### src/rtl/i2c10_pkg.sv
package i2c10_pkg;
    localparam int BYTE_W    = 8;
    localparam int CNT_W     = 4;
    localparam logic [4:0] HI_PREFIX = 5'b11110;

    localparam logic [1:0] SEL_RX   = 2'd0;
    localparam logic [1:0] SEL_ADDR = 2'd1;
    localparam logic [1:0] SEL_STAT = 2'd2;
    localparam logic [1:0] SEL_CTRL = 2'd3;

    localparam logic [BYTE_W-1:0] STAT_W1C_MASK = 8'h18;
    localparam logic [BYTE_W-1:0] CTRL_RESET    = 8'h01;

    typedef enum logic [1:0] {
        ST_IDLE,
        ST_BITS,
        ST_ACK,
        ST_SKIP
    } rx_state_e;

    typedef enum logic [1:0] {
        PH_HI,
        PH_LO,
        PH_DATA
    } phase_e;

    typedef struct packed {
        rx_state_e         st;
        phase_e            ph;
        logic [BYTE_W-1:0] sh;
        logic [CNT_W-1:0]  cnt;
        logic              ack;
        logic [BYTE_W-1:0] rxbuf;
        logic [BYTE_W-1:0] addr;
        logic              start;
        logic              ua;
        logic              bf;
        logic              irq;
        logic              ovf;
        logic [BYTE_W-1:0] ctrl;
        logic              sda_pd;
    } rx_regs_t;
endpackage

### src/rtl/i2c10_sync.sv
module i2c10_sync #(
    parameter int WIDTH   = 2,
    parameter int STAGES  = 2,
    parameter bit RST_VAL = 1'b1
) (
    input  logic             clk,
    input  logic             rst_n,
    input  logic [WIDTH-1:0] din,
    output logic [WIDTH-1:0] dout
);
    for (genvar g = 0; g < WIDTH; g++) begin : g_bit
        logic [STAGES-1:0] chain_q;
        always_ff @(posedge clk or negedge rst_n) begin
            if (!rst_n) chain_q <= {STAGES{RST_VAL}};
            else if (STAGES == 1) chain_q <= din[g];
            else chain_q <= {chain_q[STAGES-2:0], din[g]};
        end
        assign dout[g] = chain_q[STAGES-1];
    end
endmodule

### src/rtl/i2c10_cond_det.sv
module i2c10_cond_det (
    input  logic clk,
    input  logic rst_n,
    input  logic scl_s,
    input  logic sda_s,
    output logic start_p,
    output logic stop_p,
    output logic rise_p,
    output logic fall_p
);
    logic scl_d, scl_q, sda_d, sda_q;

    always_comb begin
        scl_d = scl_s;
        sda_d = sda_s;
    end

    always_ff @(posedge clk or negedge rst_n) begin
        if (!rst_n) begin
            scl_q <= 1'b1;
            sda_q <= 1'b1;
        end else begin
            scl_q <= scl_d;
            sda_q <= sda_d;
        end
    end

    assign start_p = scl_q & scl_s & sda_q & ~sda_s;
    assign stop_p  = scl_q & scl_s & ~sda_q & sda_s;
    assign rise_p  = ~scl_q & scl_s;
    assign fall_p  = scl_q & ~scl_s;
endmodule

### src/rtl/i2c10_slave_rx.sv
module i2c10_slave_rx
    import i2c10_pkg::*;
#(
    parameter int SYNC_STAGES = 2
) (
    input  logic       clk,
    input  logic       rst_n,
    input  logic       scl_i,
    input  logic       sda_i,
    output logic       scl_pd_o,
    output logic       sda_pd_o,
    input  logic [1:0] reg_sel,
    input  logic       reg_wr,
    input  logic       reg_rd,
    input  logic [7:0] reg_wdata,
    output logic [7:0] reg_rdata,
    output logic       irq_o
);
    localparam logic [CNT_W-1:0] LAST_BIT = CNT_W'(BYTE_W);

    logic [1:0] line_s;
    logic       scl_s, sda_s;
    logic       start_p, stop_p, rise_p, fall_p;
    rx_regs_t   q, d;
    logic       match;

    i2c10_sync #(.WIDTH(2), .STAGES(SYNC_STAGES), .RST_VAL(1'b1)) u_sync (
        .clk  (clk),
        .rst_n(rst_n),
        .din  ({scl_i, sda_i}),
        .dout (line_s)
    );
    assign scl_s = line_s[1];
    assign sda_s = line_s[0];

    i2c10_cond_det u_cond (
        .clk    (clk),
        .rst_n  (rst_n),
        .scl_s  (scl_s),
        .sda_s  (sda_s),
        .start_p(start_p),
        .stop_p (stop_p),
        .rise_p (rise_p),
        .fall_p (fall_p)
    );

    always_comb begin
        unique case (q.ph)
            PH_HI:   match = (q.sh == q.addr) && (q.sh[7:3] == HI_PREFIX) && !q.sh[0];
            PH_LO:   match = (q.sh == q.addr);
            default: match = !q.bf;
        endcase
    end

    always_comb begin
        d = q;

        // register port side effects
        if (reg_wr) begin
            unique case (reg_sel)
                SEL_ADDR: if (q.st != ST_ACK) begin
                    d.addr = reg_wdata;
                    d.ua   = 1'b0;
                end
                SEL_STAT: begin
                    if ((reg_wdata & STAT_W1C_MASK) != '0) begin
                        if (reg_wdata[3]) d.irq = 1'b0;
                        if (reg_wdata[4]) d.ovf = 1'b0;
                    end
                end
                SEL_CTRL: d.ctrl = reg_wdata;
                default: ;
            endcase
        end
        if (reg_rd && reg_sel == SEL_RX) d.bf = 1'b0;

        // bus side
        if (stop_p) begin
            d.st     = ST_IDLE;
            d.start  = 1'b0;
            d.sda_pd = 1'b0;
        end else if (start_p) begin
            d.st     = ST_BITS;
            d.ph     = PH_HI;
            d.cnt    = '0;
            d.start  = 1'b1;
            d.sda_pd = 1'b0;
            if (q.ctrl[2]) d.irq = 1'b1;
        end else begin
            unique case (q.st)
                ST_BITS: begin
                    if (rise_p) begin
                        d.sh  = {q.sh[BYTE_W-2:0], sda_s};
                        d.cnt = q.cnt + 1'b1;
                    end else if (fall_p && q.cnt == LAST_BIT) begin
                        d.ack    = match;
                        d.sda_pd = match;
                        d.st     = ST_ACK;
                    end
                end
                ST_ACK: begin
                    if (fall_p) begin
                        d.sda_pd = 1'b0;
                        d.cnt    = '0;
                        d.irq    = 1'b1;
                        unique case (q.ph)
                            PH_HI: begin
                                if (q.ack) begin
                                    d.ua    = 1'b1;
                                    d.bf    = 1'b1;
                                    d.rxbuf = q.sh;
                                    d.ph    = PH_LO;
                                    d.st    = ST_BITS;
                                end else begin
                                    d.irq = q.irq;
                                    d.st  = ST_SKIP;
                                end
                            end
                            PH_LO: begin
                                d.ua = 1'b1;
                                if (q.ack) begin
                                    d.bf    = 1'b1;
                                    d.rxbuf = q.sh;
                                    d.ph    = PH_DATA;
                                    d.st    = ST_BITS;
                                end else begin
                                    d.st = ST_SKIP;
                                end
                            end
                            default: begin
                                if (q.ack) begin
                                    d.bf    = 1'b1;
                                    d.rxbuf = q.sh;
                                end else begin
                                    d.ovf = 1'b1;
                                end
                                if (q.ctrl[1]) d.ctrl[0] = 1'b0;
                                d.st = ST_BITS;
                            end
                        endcase
                    end
                end
                default: ;
            endcase
        end
    end

    always_ff @(posedge clk or negedge rst_n) begin
        if (!rst_n) begin
            q        <= '0;
            q.st     <= ST_IDLE;
            q.ph     <= PH_HI;
            q.ctrl   <= CTRL_RESET;
        end else begin
            q <= d;
        end
    end

    always_comb begin
        unique case (reg_sel)
            SEL_RX:   reg_rdata = q.rxbuf;
            SEL_ADDR: reg_rdata = q.addr;
            SEL_STAT: reg_rdata = {3'b000, q.ovf, q.irq, q.bf, q.ua, q.start};
            default:  reg_rdata = q.ctrl;
        endcase
    end

    // observation points for the checker
    logic       ua_q, bf_q, rel_q, sten_q, in_ack;
    logic [7:0] addr_q;
    assign ua_q   = q.ua;
    assign bf_q   = q.bf;
    assign rel_q  = q.ctrl[0];
    assign sten_q = q.ctrl[1];
    assign in_ack = (q.st == ST_ACK);
    assign addr_q = q.addr;

    assign scl_pd_o = q.ua | ~q.ctrl[0];
    assign sda_pd_o = q.sda_pd;
    assign irq_o    = q.irq;
endmodule

### config.mk
export PLATFORM = sky130hd
export DESIGN_NAME = i2c10_slave_rx
export DESIGN_NICKNAME = d
export VERILOG_FILES = /design/src/rtl/i2c10_pkg.sv /design/src/rtl/i2c10_sync.sv /design/src/rtl/i2c10_cond_det.sv /design/src/rtl/i2c10_slave_rx.sv
export SDC_FILE = /design/constraint.sdc
export NUM_CORES = 1
export LEC_CHECK = 0
export ABC_AREA = 1
export BUFFER_PORTS_ARGS = -buffer_cell sky130_fd_sc_hd__buf_2
export CAP_MARGIN = 20
export CORE_UTILIZATION = 55
export DETAILED_ROUTE_END_ITERATION = 10
export PLACE_DENSITY = 0.84
export SYNTH_ARGS = -nofsm -noshare
export SYNTH_HDL_FRONTEND = slang
export SYNTH_HIERARCHICAL = 1
export SYNTH_SLANG_ARGS = --single-unit
### constraint.sdc
create_clock -name clk -period 2.2 [get_ports clk]
set_input_delay 0.44 -clock clk [delete_from_list [all_inputs] [get_ports clk]]
set_output_delay 0.44 -clock clk [all_outputs]
set_load 0.1 [all_outputs]
======== Word level (Yosys, flattened, before mapping) ========
Cells that the tools add are included.
operators by class
  add/sub/neg operators ................... 1
  equal/unequal tests ..................... 18
  mux-type cells .......................... 56
  bitwise operators ....................... 16
  reductions and logical operators ........ 24
operators with widths
  operator              number
  $mux W4               8
  $mux W1               26
  $mux W2               13
  $pmux W8 S3           1
  $ne A3 B3 Y1 const B  4
  $ne A4 B4 Y1 const B  3
  $reduce_and A4 Y1     3
  $mux W10              1
  $reduce_and A5 Y1     2
  $eq A8 B8 Y1          1
  $mux W8               1
  $not A1 Y1            8
  $pmux W2 S2           2
  $pmux W4 S2           1
  $reduce_bool A8 Y1    1
  $and A1 B1 Y1         7
  $eq A2 B1 Y1 const B  3
  $eq A2 B2 Y1 const B  3
  $ne A6 B6 Y1 const B  1
  $pmux W1 S2           3
  $reduce_and A6 Y1     1
  $reduce_bool A2 Y1    3
  $reduce_bool A3 Y1    2
  $eq A5 B5 Y1 const B  1
  other kinds (11)      16
word-level totals
  bits in registers ....................... 53
  input port bits ......................... 16

======== Logic depth before layout (Yosys ltp) ========
  depth in word-level cells ............... 10
  gate-level depth with buffers ........... 12
  mapped depth without buffers ............ 11

======== By module ========
The synthesis kept the hierarchy.
by module, submodules not included
  module          times used  cells an instance  area each (µm²)  sequential area each (µm²)
  i2c10_slave_rx  1           298                2414.8           1177.4
  i2c10_sync      1           6                  120.1            105.1
  i2c10_cond_det  1           13                 93.8             52.6

======== Worst setup path before layout ========
No wires, ideal clock.
  path kind ............................... register to output
  start point ............................. register q[1] (netlist bit)
  end point ............................... output reg_rdata[0]
  data arrival time ....................... 2.663 ns
  required time ........................... 1.760 ns
  setup slack ............................. -0.903 ns
  stages on the path, launching flop included .. 3
  buffers on the path ..................... 0
  cells stage by stage .................... dfstp_2 > inv_1 > o21ai_0
between the ends
  longest elaborated chain between the ends .. 1
RTL lines
  what                RTL line               source
  start: declaration  i2c10_slave_rx.sv:24   rx_regs_t q, d;
  $pmux W8 S3         i2c10_slave_rx.sv:160  unique case (reg_sel)
  end: declaration    i2c10_slave_rx.sv:16   output logic [7:0] reg_rdata,
Every way passes these cells.

======== Worst setup path after layout ========
  start point ............................. register q[13] (netlist bit)
  end point ............................... output reg_rdata[0]
The elaborated chain is that of the path after synthesis.

==> flow_summary.yaml <==
outcome:
  status: "finished clean"
synthesis:
  synth.most_common_cell: "nand2_1"
  yosysWarnings: 6
  yosysTopAreaCell: "dfrtp_1"
  netlist_instances: 317
  synthTopCellsByArea: "dfrtp_1 44%, nand2_1 15%, dfstp_2 7.0%, o21ai_0 6.5%, inv_1 6.1%"
  synthesis.area_mm2: 0.00263
  seq_area_frac_synth: 0.508
  yosysTopAreaCellShare: 0.438
  syn_avg_cell_area_um2: 8.29
  synth_flop_cell: "dfrtp_1"
  async_reset_ff_frac: 1.00
  synthDistinctLibCells: 34
  synth_common_cells: "102 x nand2_1, 46 x dfrtp_1, 43 x inv_1, 34 x o21ai_0"
  synth.ff_latch_count: 53
  synth_nets: 337
  synth_edf_count: 0
timing:
  drv_slew: 0
  worst_slack_ns: 0.344
  finalHoldViolCount: 0
  maxSlewHeadroom: 0.615
  setup_tns_ns: 0
  period_minus_slack_ns: 1.86
  finalSetupViolCount: 0
  post-route-period-util: 0.843
  tightest_slew_ns: 0.577
  fmax_mhz: 539
  clock_skew_ns: 0.00905
  rsz0062_at_grt: "no"
drt:
  wirelength_mm: 5.73
  antenna_left: 0
  drt_first_pass_iters: 6
  wl_per_cell_um: 14.3
  viasPerCell: 5.62
  drc_errors: 0
  vias: 2252
  drt_iter0_drc: 160
pwr:
  p_switching_mw: 1.41
  p_int_mw: 1.87
  power_frac_comb: 0.402
  clockPowerShare: 0.173
  leakage_nw: 1.52
  power.total_mw: 3.28
  swShare: 0.431
  peakVddDrop_v: 0.000745
  p_per_area_mw_per_mm2: 1070
  pwr-share-seq: 0.425
place:
  port_buffers: 26
  dp_hpwl_mm: 4.44
  place.gp.congestion: 0.934
  dp_slack_ns: 0.359
global_route:
  grt_max_degree: 29
  antenna_found_initial: 0
  grtUsageTotal: 0.250
  grt_pass1_vias: 2047
  grt-ovfl-total: 0
  grt_pass1_wl_mm: 9.51
clock_tree:
  postCtsHoldBufs: 0
  root_buffer: "clkbuf_8"
  insertion_delay_ns: 0.31
  clkTransAtPathRegs_ns: 0.10
  htree_levels: 2
  clk_path_buf_depth: 2
  cts_made_buffers: 5
  postCtsSetupRepairBufs: 0
  ctsResizeCount: 0
  clock-sinks: 53
  cts_tree: "done"
critical_path:
  worstPathArrival_ns: 1.42
  cp_max_fo: 2
  critical_path_class: "register to output port"
  cp-end-kind: "output port"
  worst_setup_path_start_kind: "register"
  required_ns: 1.76
floorplanning:
  core_mm2: 0.00447
  boundaryPins: 27
  start_util: 0.588
  dieArea_mm2: 0.00506
  dieWidth_um: 71.1
  placementRows: 24
  die_h_um: 71.1
cells_and_area:
  fillCellCount: 322
  nets: 368
  seqCellArea_mm2: 0.00134
  drive_gt1_frac: 0.201
  multiInputGateArea_mm2: 0.00109
  num_antenna_cells: 0
  syn_to_final_growth_pct: 16.6
run:
  maxCapViolCount: 0
min_path:
  hold_path.class: "input port to asynchronous set/reset pin"
-- registers in the layout, indices dropped and copies added, names as in the netlist --
name,cells
q,35
addr_q,8
u_sync/g_bit.chain_q,4
bf_q,1
irq_o,1
sda_pd_o,1
u_cond/scl_q,1
u_cond/sda_q,1
ua_q,1
-- layout make-up --
cell class                 count  area share
tap                           52      0.0212
timing repair buffer          30      0.0955
clock inverter                 3     0.00857
sequential                    53       0.436
clock buffer                   5      0.0224
inverter                      47      0.0616
multi-input combinational    211       0.355
-- power groups by stage --
| stage | logic (mW) | registers [mW] | clock network (mW) |
|---|---|---|---|
| final | 1.32 | 1.39 | 0.567 |
| after detailed placement | 1.32 | 1.40 | 0 |
| after CTS | 1.32 | 1.39 | 0.572 |
| after global placement | 1.27 | 1.39 | 0 |
| after floorplan | 0.913 | 1.40 | 0 |
| after global routing | 1.45 | 1.42 | 0.610 |
-- through the flow --
stage               std cells  hold slack [ns]  utilization  cell area [µm²]
finish                    401            0.110        0.685             3070
detailed placement        393            0.350        0.664             2970
CTS                       401            0.125        0.685             3070
global route              401            0.158        0.685             3070
floorplan                 317            0.144            -             2650
global placement          393            0.346        0.664             2970
-- kinds of logic (layout without fill, tap and decap cells) --
logic type | after synthesis | count (layout) | share of synthesized area
simple gates | 144 | 144 | 0.238
fa+ha+maj | 4 | 4 | 0.0190
flops | 53 | 53 | 0.508
buf+inv | 53 | 85 | 0.0828
xor+xnor | 5 | 5 | 0.0167
mux | 1 | 1 | 0.00428
compound gates | 57 | 57 | 0.131
-- cells in the final DEF, fill, tap and decap left out, types with 2 or more instances in the layout --
cell / n
nand2_1: 102
nand4_1: 4
o2111ai_2: 2
o41ai_1: 2
o211ai_1: 2
clkbuf_8: 5
inv_2: 5
buf_2: 18
nor2_1: 14
dfstp_2: 7
o21ai_2: 7
o21ai_0: 33
buf_12: 9
nand3_1: 14
nand3_2: 2
nor2_4: 3
buf_4: 3
xnor2_1: 4
dfrtp_1: 46
a21oi_1: 3
inv_1: 41
o21ai_1: 3
ha_1: 4
clkinv_4: 2
-- path summary, 6_finish.rpt --
| kind | startpoint | endpoint | slack (ns) | cells after the start |
|---|---|---|---|---|
| max in group asynchronous | rst_n | q[37] | 1.54 | 2 |
| min | rst_n | addr_q[0] | 0.11 | 1 |
| min in group clk | sda_i | u_sync/g_bit[0].chain_q[0] | 0.21 | 1 |
| max reg2reg | u_sync/g_bit[1].chain_q[1] | q[34] | 0.41 | 9 |
| max | q[13] | reg_rdata[0] | 0.34 | 5 |
| min reg2reg | u_sync/g_bit[1].chain_q[0] | u_sync/g_bit[1].chain_q[1] | 0.36 | 0 |
-- layer usage --
layer	share of wire	global-route usage	up-vias
li1	-	-	1076
met1	0.46	0.358	1097
met2	0.47	0.394	70
met3	0.056	0.0499	9
met4	0.017	0.0689	0
met5	0	0	-
-- critical path: stages, from the launching register on --
cell      delay, ns
dfrtp_1        0.38
inv_1          0.11
nor2_1         0.07
a221oi_1       0.19
o21ai_1        0.15
buf_12         0.19
No activity file was read; power rests on OpenSTA's default activity.
